<file path="config.mk">
export PLATFORM = sky130hd
export DESIGN_NAME = ocd_cal_responder
export DESIGN_NICKNAME = d
export VERILOG_FILES = /design/src/rtl/ocd_cal_pkg.sv /design/src/rtl/ocd_drive_ctrl.sv /design/src/rtl/ocd_adjust_capture.sv /design/src/rtl/ocd_strength_step.sv /design/src/rtl/ocd_cal_responder.sv
export SDC_FILE = /design/constraint.sdc
export NUM_CORES = 1
export LEC_CHECK = 0
export ABC_AREA = 1
export BUFFER_PORTS_ARGS = -buffer_cell sky130_fd_sc_hd__buf_2
export CORE_ASPECT_RATIO = 1.2
export CORE_UTILIZATION = 45
export CTS_BUF_LIST = sky130_fd_sc_hd__clkbuf_4
export DETAILED_ROUTE_END_ITERATION = 6
export PLACE_DENSITY_LB_ADDON = 0.25
export SLEW_MARGIN = 15
export SYNTH_ARGS = -nofsm -noshare
export SYNTH_HDL_FRONTEND = slang
export SYNTH_SLANG_ARGS = --single-unit
</file>
<file path="constraint.sdc">
create_clock -name clk -period 4.66 [get_ports clk]
set_input_delay 0.466 -clock clk [delete_from_list [all_inputs] [get_ports clk]]
set_output_delay 0.466 -clock clk [all_outputs]
set_load 0.005 [all_outputs]
</file>
<file path="src/rtl/ocd_cal_pkg.sv">
package ocd_cal_pkg;

    typedef enum logic [2:0] {
        OCD_EXIT   = 3'b000,
        OCD_DRV_HI = 3'b001,
        OCD_DRV_LO = 3'b010,
        OCD_ADJUST = 3'b100
    } ocd_mode_e;

    typedef enum logic [1:0] {
        STEP_HOLD = 2'b00,
        STEP_UP   = 2'b01,
        STEP_DOWN = 2'b10,
        STEP_RSVD = 2'b11
    } step_e;

    function automatic logic mode_code_known(input logic [2:0] code);
        return (code == OCD_EXIT) || (code == OCD_DRV_HI) ||
               (code == OCD_DRV_LO) || (code == OCD_ADJUST);
    endfunction

endpackage

</file>
<file path="src/rtl/ocd_drive_ctrl.sv">
module ocd_drive_ctrl
    import ocd_cal_pkg::*;
#(
    parameter int TOIT = 2
) (
    input  logic       clk,
    input  logic       rst_n,
    input  logic       cmd_valid,
    input  logic [2:0] cmd_code,
    output logic       adjust_mode,
    output logic       drv_oe,
    output logic       drv_level
);
    localparam int TW = $clog2(TOIT + 1);

    typedef struct packed {
        ocd_mode_e     mode;
        logic [TW-1:0] tmr;
        logic          tgt_oe;
        logic          tgt_lvl;
        logic          oe;
        logic          lvl;
    } drv_state_t;

    drv_state_t st_d, st_q;
    logic       cmd_ok;

    always_comb begin
        st_d   = st_q;
        cmd_ok = cmd_valid && mode_code_known(cmd_code);
        if (cmd_ok) begin
            // a new command replaces any pending target and restarts the wait
            st_d.mode    = ocd_mode_e'(cmd_code);
            st_d.tmr     = TW'(TOIT);
            st_d.tgt_oe  = (cmd_code == OCD_DRV_HI) || (cmd_code == OCD_DRV_LO);
            st_d.tgt_lvl = (cmd_code == OCD_DRV_HI);
        end else if (st_q.tmr != '0) begin
            st_d.tmr = st_q.tmr - 1'b1;
            if (st_q.tmr == TW'(1)) begin
                st_d.oe  = st_q.tgt_oe;
                st_d.lvl = st_q.tgt_lvl;
            end
        end
    end

    always_ff @(posedge clk) begin
        if (!rst_n) begin
            st_q <= '{mode: OCD_EXIT, tmr: '0, tgt_oe: 1'b0, tgt_lvl: 1'b0,
                      oe: 1'b0, lvl: 1'b0};
        end else begin
            st_q <= st_d;
        end
    end

    assign adjust_mode = (st_q.mode == OCD_ADJUST);
    assign drv_oe      = st_q.oe;
    assign drv_level   = st_q.lvl;

    // outputs move only at the end of a countdown
    assert_no_early_switch_R3: assert property (@(posedge clk) disable iff (!rst_n)
        (st_q.tmr == '0 && !cmd_ok) |=> ($stable(st_q.oe) && $stable(st_q.lvl)));

    // unknown codes leave mode and countdown alone
    assert_rsvd_code_ignored_R2: assert property (@(posedge clk) disable iff (!rst_n)
        (cmd_valid && !mode_code_known(cmd_code) && st_q.tmr == '0)
            |=> ($stable(st_q.mode) && st_q.tmr == '0));

    // an accepted command always restarts the full wait
    assert_restart_countdown_R6: assert property (@(posedge clk) disable iff (!rst_n)
        cmd_ok |=> (st_q.tmr == TW'(TOIT)));

endmodule

</file>
<file path="src/rtl/ocd_adjust_capture.sv">
module ocd_adjust_capture #(
    parameter int WL = 2
) (
    input  logic       clk,
    input  logic       rst_n,
    input  logic       adjust_mode,
    input  logic       wr_cmd,
    input  logic       beat_bit,
    output logic       code_vld,
    output logic [3:0] code
);
    localparam int LW = $clog2(WL + 1);

    typedef struct packed {
        logic [LW-1:0] lat;
        logic          cap;
        logic [1:0]    beat;
        logic [2:0]    sh;
    } cap_state_t;

    cap_state_t cs_d, cs_q;

    always_comb begin
        cs_d     = cs_q;
        code_vld = 1'b0;
        code     = {cs_q.sh, beat_bit};
        if (cs_q.lat != '0) begin
            cs_d.lat = cs_q.lat - 1'b1;
            if (cs_q.lat == LW'(1)) begin
                cs_d.cap  = 1'b1;
                cs_d.beat = 2'd1;
                cs_d.sh   = {2'b00, beat_bit};
            end
        end else if (cs_q.cap) begin
            if (cs_q.beat == 2'd3) begin
                code_vld  = 1'b1;
                cs_d.cap  = 1'b0;
                cs_d.beat = 2'd0;
            end else begin
                cs_d.beat = cs_q.beat + 1'b1;
                cs_d.sh   = {cs_q.sh[1:0], beat_bit};
            end
        end else if (wr_cmd && adjust_mode) begin
            cs_d.lat = LW'(WL);
        end
    end

    always_ff @(posedge clk) begin
        if (!rst_n) begin
            cs_q <= '0;
        end else begin
            cs_q <= cs_d;
        end
    end

    // latency wait and beat collection never overlap
    assert_phase_exclusive_R7: assert property (@(posedge clk) disable iff (!rst_n)
        (cs_q.lat != '0) |-> !cs_q.cap);

    // a strobe outside adjust mode opens nothing
    assert_write_ignored_R10: assert property (@(posedge clk) disable iff (!rst_n)
        (wr_cmd && !adjust_mode && cs_q.lat == '0 && !cs_q.cap)
            |=> (cs_q.lat == '0 && !cs_q.cap));

endmodule

</file>
<file path="src/rtl/ocd_strength_step.sv">
module ocd_strength_step
    import ocd_cal_pkg::*;
#(
    parameter int STR_W = 4
) (
    input  logic             clk,
    input  logic             rst_n,
    input  logic             apply,
    input  logic [1:0]       step,
    output logic [STR_W-1:0] strength
);
    localparam logic [STR_W-1:0] STR_MAX = '1;
    localparam logic [STR_W-1:0] STR_MID = STR_W'(1) << (STR_W - 1);

    logic [STR_W-1:0] str_d, str_q;

    always_comb begin
        str_d = str_q;
        if (apply) begin
            if (step == STEP_UP && str_q != STR_MAX) begin
                str_d = str_q + 1'b1;
            end else if (step == STEP_DOWN && str_q != '0) begin
                str_d = str_q - 1'b1;
            end
        end
    end

    always_ff @(posedge clk) begin
        if (!rst_n) begin
            str_q <= STR_MID;
        end else begin
            str_q <= str_d;
        end
    end

    assign strength = str_q;

    assert_hold_without_code_R8: assert property (@(posedge clk) disable iff (!rst_n)
        !apply |=> $stable(str_q));

    assert_ceiling_R9: assert property (@(posedge clk) disable iff (!rst_n)
        (apply && step == STEP_UP && str_q == STR_MAX) |=> (str_q == STR_MAX));

    assert_floor_R9: assert property (@(posedge clk) disable iff (!rst_n)
        (apply && step == STEP_DOWN && str_q == '0) |=> (str_q == '0));

endmodule

</file>
<file path="src/rtl/ocd_cal_responder.sv">
module ocd_cal_responder #(
    parameter int AL    = 0,
    parameter int CL    = 3,
    parameter int TOIT  = 2,
    parameter int DQ_W  = 8,
    parameter int STR_W = 4
) (
    input  logic             clk,
    input  logic             rst_n,
    input  logic             cmd_valid,
    input  logic [2:0]       cmd_code,
    input  logic             wr_cmd,
    input  logic             dq0_in,
    output logic             dq_oe,
    output logic [DQ_W-1:0]  dq_out,
    output logic             dqs_out,
    output logic             dqs_n_out,
    output logic [STR_W-1:0] pu_strength,
    output logic [STR_W-1:0] pd_strength
);
    localparam int WL = AL + CL - 1;

    logic                        adj_mode;
    logic                        oe_w;
    logic                        lvl_w;
    logic                        code_vld;
    logic [3:0]                  code;
    logic [1:0][STR_W-1:0]       str_w;

    ocd_drive_ctrl #(.TOIT(TOIT)) u_drive (
        .clk         (clk),
        .rst_n       (rst_n),
        .cmd_valid   (cmd_valid),
        .cmd_code    (cmd_code),
        .adjust_mode (adj_mode),
        .drv_oe      (oe_w),
        .drv_level   (lvl_w)
    );

    ocd_adjust_capture #(.WL(WL)) u_capture (
        .clk         (clk),
        .rst_n       (rst_n),
        .adjust_mode (adj_mode),
        .wr_cmd      (wr_cmd),
        .beat_bit    (dq0_in),
        .code_vld    (code_vld),
        .code        (code)
    );

    // index 0: pull-up from {DT0,DT1}; index 1: pull-down from {DT2,DT3}
    for (genvar g = 0; g < 2; g++) begin : g_str
        ocd_strength_step #(.STR_W(STR_W)) u_step (
            .clk      (clk),
            .rst_n    (rst_n),
            .apply    (code_vld),
            .step     (code[2*(1-g) +: 2]),
            .strength (str_w[g])
        );
    end

    assign dq_oe       = oe_w;
    assign dq_out      = {DQ_W{oe_w & lvl_w}};
    assign dqs_out     = oe_w & lvl_w;
    assign dqs_n_out   = oe_w & ~lvl_w;
    assign pu_strength = str_w[0];
    assign pd_strength = str_w[1];

    // strengths only move on a completed four-beat capture
    assert_strength_needs_code_R8: assert property (@(posedge clk) disable iff (!rst_n)
        !code_vld |=> ($stable(pu_strength) && $stable(pd_strength)));

endmodule

</file>
# Word level (Yosys, flattened, before mapping)

Cells that the tools add are included.

Register bits after elaboration: 25
Input bits: 8
Output and inout bits: 19
Word-level logic and storage cells: 85

Add/sub/neg operators: 7
Equality and inequality tests: 16
Multiplexer cells: 17
Bitwise logic cells: 5
Reduce and logical (&&, ||, !) cells: 27

Operator list:

| operator                                         | count |
|---|---|
| two-way mux 4 bit                                | 4 |
| nonzero test 2 bit                               | 7 |
| two-way mux 6 bit                                | 2 |
| two-way mux 2 bit                                | 5 |
| adder 4 x 1 -> 4 bit, second input constant      | 2 |
| == test 2 x 1 -> 1 bit, second input constant    | 4 |
| two-way mux 8 bit                                | 1 |
| inequality test 4 bit, second input constant     | 2 |
| AND reduction 2 bit                              | 4 |
| nonzero test 4 bit                               | 2 |
| subtractor 4 x 1 -> 4 bit, second input constant | 2 |
| == test 2 bit, second input constant             | 3 |
| == test 3 bit, second input constant             | 2 |
| logical AND 1 bit                                | 6 |
| AND reduction 3 bit                              | 2 |
| logical OR 1 bit                                 | 4 |
| two-way mux 1 bit                                | 4 |
| inequality test 2 bit, second input constant     | 2 |
| subtractor 2 x 1 -> 2 bit, second input constant | 2 |
| == test 3 x 1 -> 1 bit, second input constant    | 1 |
| == test 3 x 2 -> 1 bit, second input constant    | 1 |
| logical NOT 3 bit                                | 1 |
| two-way mux 3 bit                                | 1 |
| NOT 1 bit                                        | 3 |
| 4 further kinds                                  | 5 |

# Depth between registers and ports, before layout

Depth in word-level cells: 7
Depth in mapped cells: 12

# Modules after synthesis

A second synthesis with hierarchy kept.

Cells, all modules: 241
Area, all modules: 1677.9 µm²

Modules (own cells, without submodules):

| module             | instances | cells an instance | area each (µm²) |
|---|---|---|---|
| ocd_strength_step  | 2         | 52                | 336.6 |
| ocd_adjust_capture | 1         | 74                | 526.8 |
| ocd_drive_ctrl     | 1         | 51                | 400.4 |
| ocd_cal_responder  | 1         | 12                | 77.6 |

# Worst setup path after synthesis

No wires, ideal clock.

Path type: reg-to-reg
Start point: register g_str[0].u_step.str_q[0]
End point: register g_str[0].u_step.str_q[3]
Library setup time: 0.123 ns
Data arrival time: 1.562 ns
Setup slack: 2.976 ns
Cell stages (with the launch flop): 12
Path buffers: 0
Period minus slack after synthesis: 1.684 ns
Path through: dfxtp_1 nand2_2 o21ai_4 ha_1 nand2_1 nand2_1 nor2_1 nand2_1 nand2_1 inv_1 nand3_1 nand3_1

Longest elaborated chain between the ends: 4

RTL lines:

| item                                                                              | line                    | RTL |
|---|---|---|
| start: declaration                                                                | ocd_strength_step.sv:15 | `logic [STR_W-1:0] str_d, str_q;` |
| start signal: assignment                                                          | ocd_strength_step.sv:32 | `str_q <= str_d;` |
| parallel branches: the longest is 4 deep, another holds subtractor 4 x 1 -> 4 bit | --                      |  |

Several ways; the timed one is not identified. The select of a mux whose other input is x is not followed.
A chain may end at the register's enable or synchronous reset.

# Final worst setup path

Start point: register g_str[1].u_step.str_q[1]
End point: register g_str[1].u_step.str_q[3]

Longest elaborated chain between the ends: 4

RTL lines:

| item                                                                              | line |
|---|---|
| start: declaration                                                                | ocd_strength_step.sv:15 |
| start signal: assignment                                                          | ocd_strength_step.sv:32 |
| parallel branches: the longest is 4 deep, another holds subtractor 4 x 1 -> 4 bit | -- |

Several ways; the timed one is not identified. The select of a mux whose other input is x is not followed.

==> results.sh <==
export IMPL_cts_resized_gates=0
export IMPL_crit_fanout=6
export IMPL_ant_nets=0
export IMPL_ys_ff_latch=25
export IMPL_start_util=0.482
export IMPL_row_count=22
export IMPL_synth_area_leaders="dfxtp_1 (33%), nand2_1 (11%), nor2_1 (8.8%)"
export IMPL_worst_setup_path_type="reg -> reg"
export IMPL_clk_path_buf_depth=2
export IMPL_dr_first_iter_drc_count=14
export IMPL_fin_hold_ws_ps=406
export IMPL_synth_nets=226
export IMPL_power_leakage_nw=0.814
export IMPL_detailed_place_hpwl_um=2020
export IMPL_final_nets=247
export IMPL_p_total_mw=0.526
export IMPL_synth_top_area_share=0.334
export IMPL_track_usage=0.161
export IMPL_ios=27
export IMPL_io_buffers=26
export IMPL_worstHoldStart="cmd_code[1]"
export IMPL_grt_max_degree=15
export IMPL_post_cts_setup_buffer_count=0
export IMPL_syn_avg_cell_area_um2=7.21
export IMPL_synth_most_common_cell="nand2_1"
export IMPL_ys_warn_count=0
export IMPL_drt_first_pass_iters=3
export IMPL_die_area_um2=3570
export IMPL_timing_rr_start="g_str[1].u_step.strength[1]"
export IMPL_clkLatencyLatePin_ps=330
export IMPL_cts_buffers=3
export IMPL_skew_ps=7.10
export IMPL_synth_top_cell_by_area="dfxtp_1"
export IMPL_regToRegEndpoint="g_str[1].u_step.strength[3]"
export IMPL_synth_cell_type_count=27
export IMPL_cts_htree_levels=1
export IMPL_p_per_area_nw_per_um2=322
export IMPL_maxCapViolations=0
export IMPL_area_growth_pct=8.92
export IMPL_antenna_found_initial=0
export IMPL_clockRootBuffer="clkbuf_4"
export IMPL_grt_ovfl_total=0
export IMPL_rr_worst_depth=11
export IMPL_fillers=338
export IMPL_setup_slack_ps=2790
export IMPL_endpoint_kind="register"
export IMPL_post_route_cells_drive_above_1_share=0.215
export IMPL_fmax_mhz=536
export IMPL_routed_via_density=4.89
export IMPL_wl_per_cell_um=9.94
export IMPL_crit_arrival_ps=2090
export IMPL_die_width_um=54.7
export IMPL_period_share=0.401
export IMPL_fin_area_um2=1630
export IMPL_async_flop_share=0
export IMPL_yosys_top_cells_count="nand2_1 (43), nor2_1 (35), dfxtp_1 (25), inv_1 (25), a21oi_1 (13)"
export IMPL_syn_area_um2=1500
export IMPL_synthCells=208
export IMPL_via_count=1292
export IMPL_tritoncts="done"
export IMPL_finalNonFillerCells=264
export IMPL_grt_pass1_vias=1040
export IMPL_post_place_ws_ps=2800
export IMPL_drc_errors=0
export IMPL_drt_total_wl_um=2620
export IMPL_coreArea_um2=3110
export IMPL_placed_cell_area_um2=1610
export IMPL_crit_path_end="g_str[1].u_step.strength[3]"
export IMPL_diodes=0
export IMPL_clock_sinks=25
export IMPL_hold_class="in -> reg"
export IMPL_die_h_um=65.3
export IMPL_outcome="complete, no violations"
export IMPL_ir_drop_mv=0.224
export IMPL_tns_ps=0
export IMPL_ys_seq_area_frac=0.334
export IMPL_synthFlopType="dfxtp_1"
export IMPL_rsz0062_at_grt="no"
export IMPL_hold_viol=0
export IMPL_worst_pin_slew_ps=391
export IMPL_final_max_slew_viol_count=0
export IMPL_synth_edff_count=0
export IMPL_slew_headroom=0.739
export IMPL_final_setup_viol_count=0
export IMPL_clk_pin_slew_ps=140
export IMPL_startpoint="g_str[1].u_step.strength[1]"
export IMPL_cts_hold_buffers=0
export IMPL_utilization=0.525
export IMPL_dp_cells=260
export IMPL_required_ps=4890
export IMPL_reg2reg_slack_ps=2790
export IMPL_min_period_ps=1870
export IMPL_gp_congestion=0.771
export IMPL_grt_pass1_wl_um=4290
export IMPL_critPathLaunchType="register"
## power by group
group          switching (mW)  internal, mW
clock network          0.0671        0.0322
registers              0.0177         0.238
logic                   0.108        0.0632
total                   0.193         0.334
## critical path, cell delays in order (launching register included)
cell and delay (ps):
dfxtp_1 490, nand2_1 160, o21ai_4 260, ha_1 320
nand2_1 100, nand2_1 50, nor2_1 90, nand2_1 50
nand2_1 70, inv_1 40, nand3_1 50, nand3_1 70
## final cells by class
class / instances / area [um^2] / area share
Multi-Input combinational cell: 145 / 826 / 0.505
Sequential cell: 25 / 500 / 0.306
Timing Repair Buffer: 26 / 130 / 0.0796
Inverter: 28 / 105 / 0.0643
Tap cell: 36 / 45.0 / 0.0276
Clock buffer: 3 / 22.5 / 0.0138
Clock inverter: 1 / 5.00 / 0.00306
## routing by layer
metal	wire length, um	global-route usage	vias up	share of wire
li1	-	-	694	-
met1	1290	0.220	573	0.49
met2	1200	0.248	20	0.46
met3	84	0.0208	5	0.032
met4	47	0.0673	0	0.018
met5	0	0	-	0
## placed cells by master, fill, tap and decap left out, drive strengths merged
cell and instances:
buf 26, nand3 11, fa 2, a211o 1
a21oi 16, a2111oi 1, a211oi 2, nor4 1
o21ai 14, nand2 48, xor2 2, nor2 38
inv 28, dfxtp 25, clkbuf 3, clkinv 1
nand4 1, ha 8
## state kept, by name, summed over array words and instances, names as in the netlist
name,count
u_drive.st_q,7
u_drive.drv_level,1
u_capture.code,3
u_capture.cs_q,5
g_str.u_step.strength,8
u_drive.drv_oe,1
## cells by family after synthesis
kind of cell               Yosys count  share of synthesized area
AOI/OAI and AO/OA                   34                      0.156
xor gates and xnor gates             2                     0.0117
adders and majority gates           10                     0.0934
buffers and inverters               38                      0.116
DFF                                 25                      0.334
and+or+nand+nor                     99                      0.289
## how the worst min path moves through the flow
stage,end,depth (start not counted)
after detailed placement,u_drive.st_q[5],2
after floorplan,u_drive.st_q[5],2
after global routing,u_drive.st_q[7],3
final,u_drive.st_q[7],3
after CTS,u_drive.st_q[8],3
after global placement,u_drive.st_q[5],2
Power figures use the tool's default switching activity.
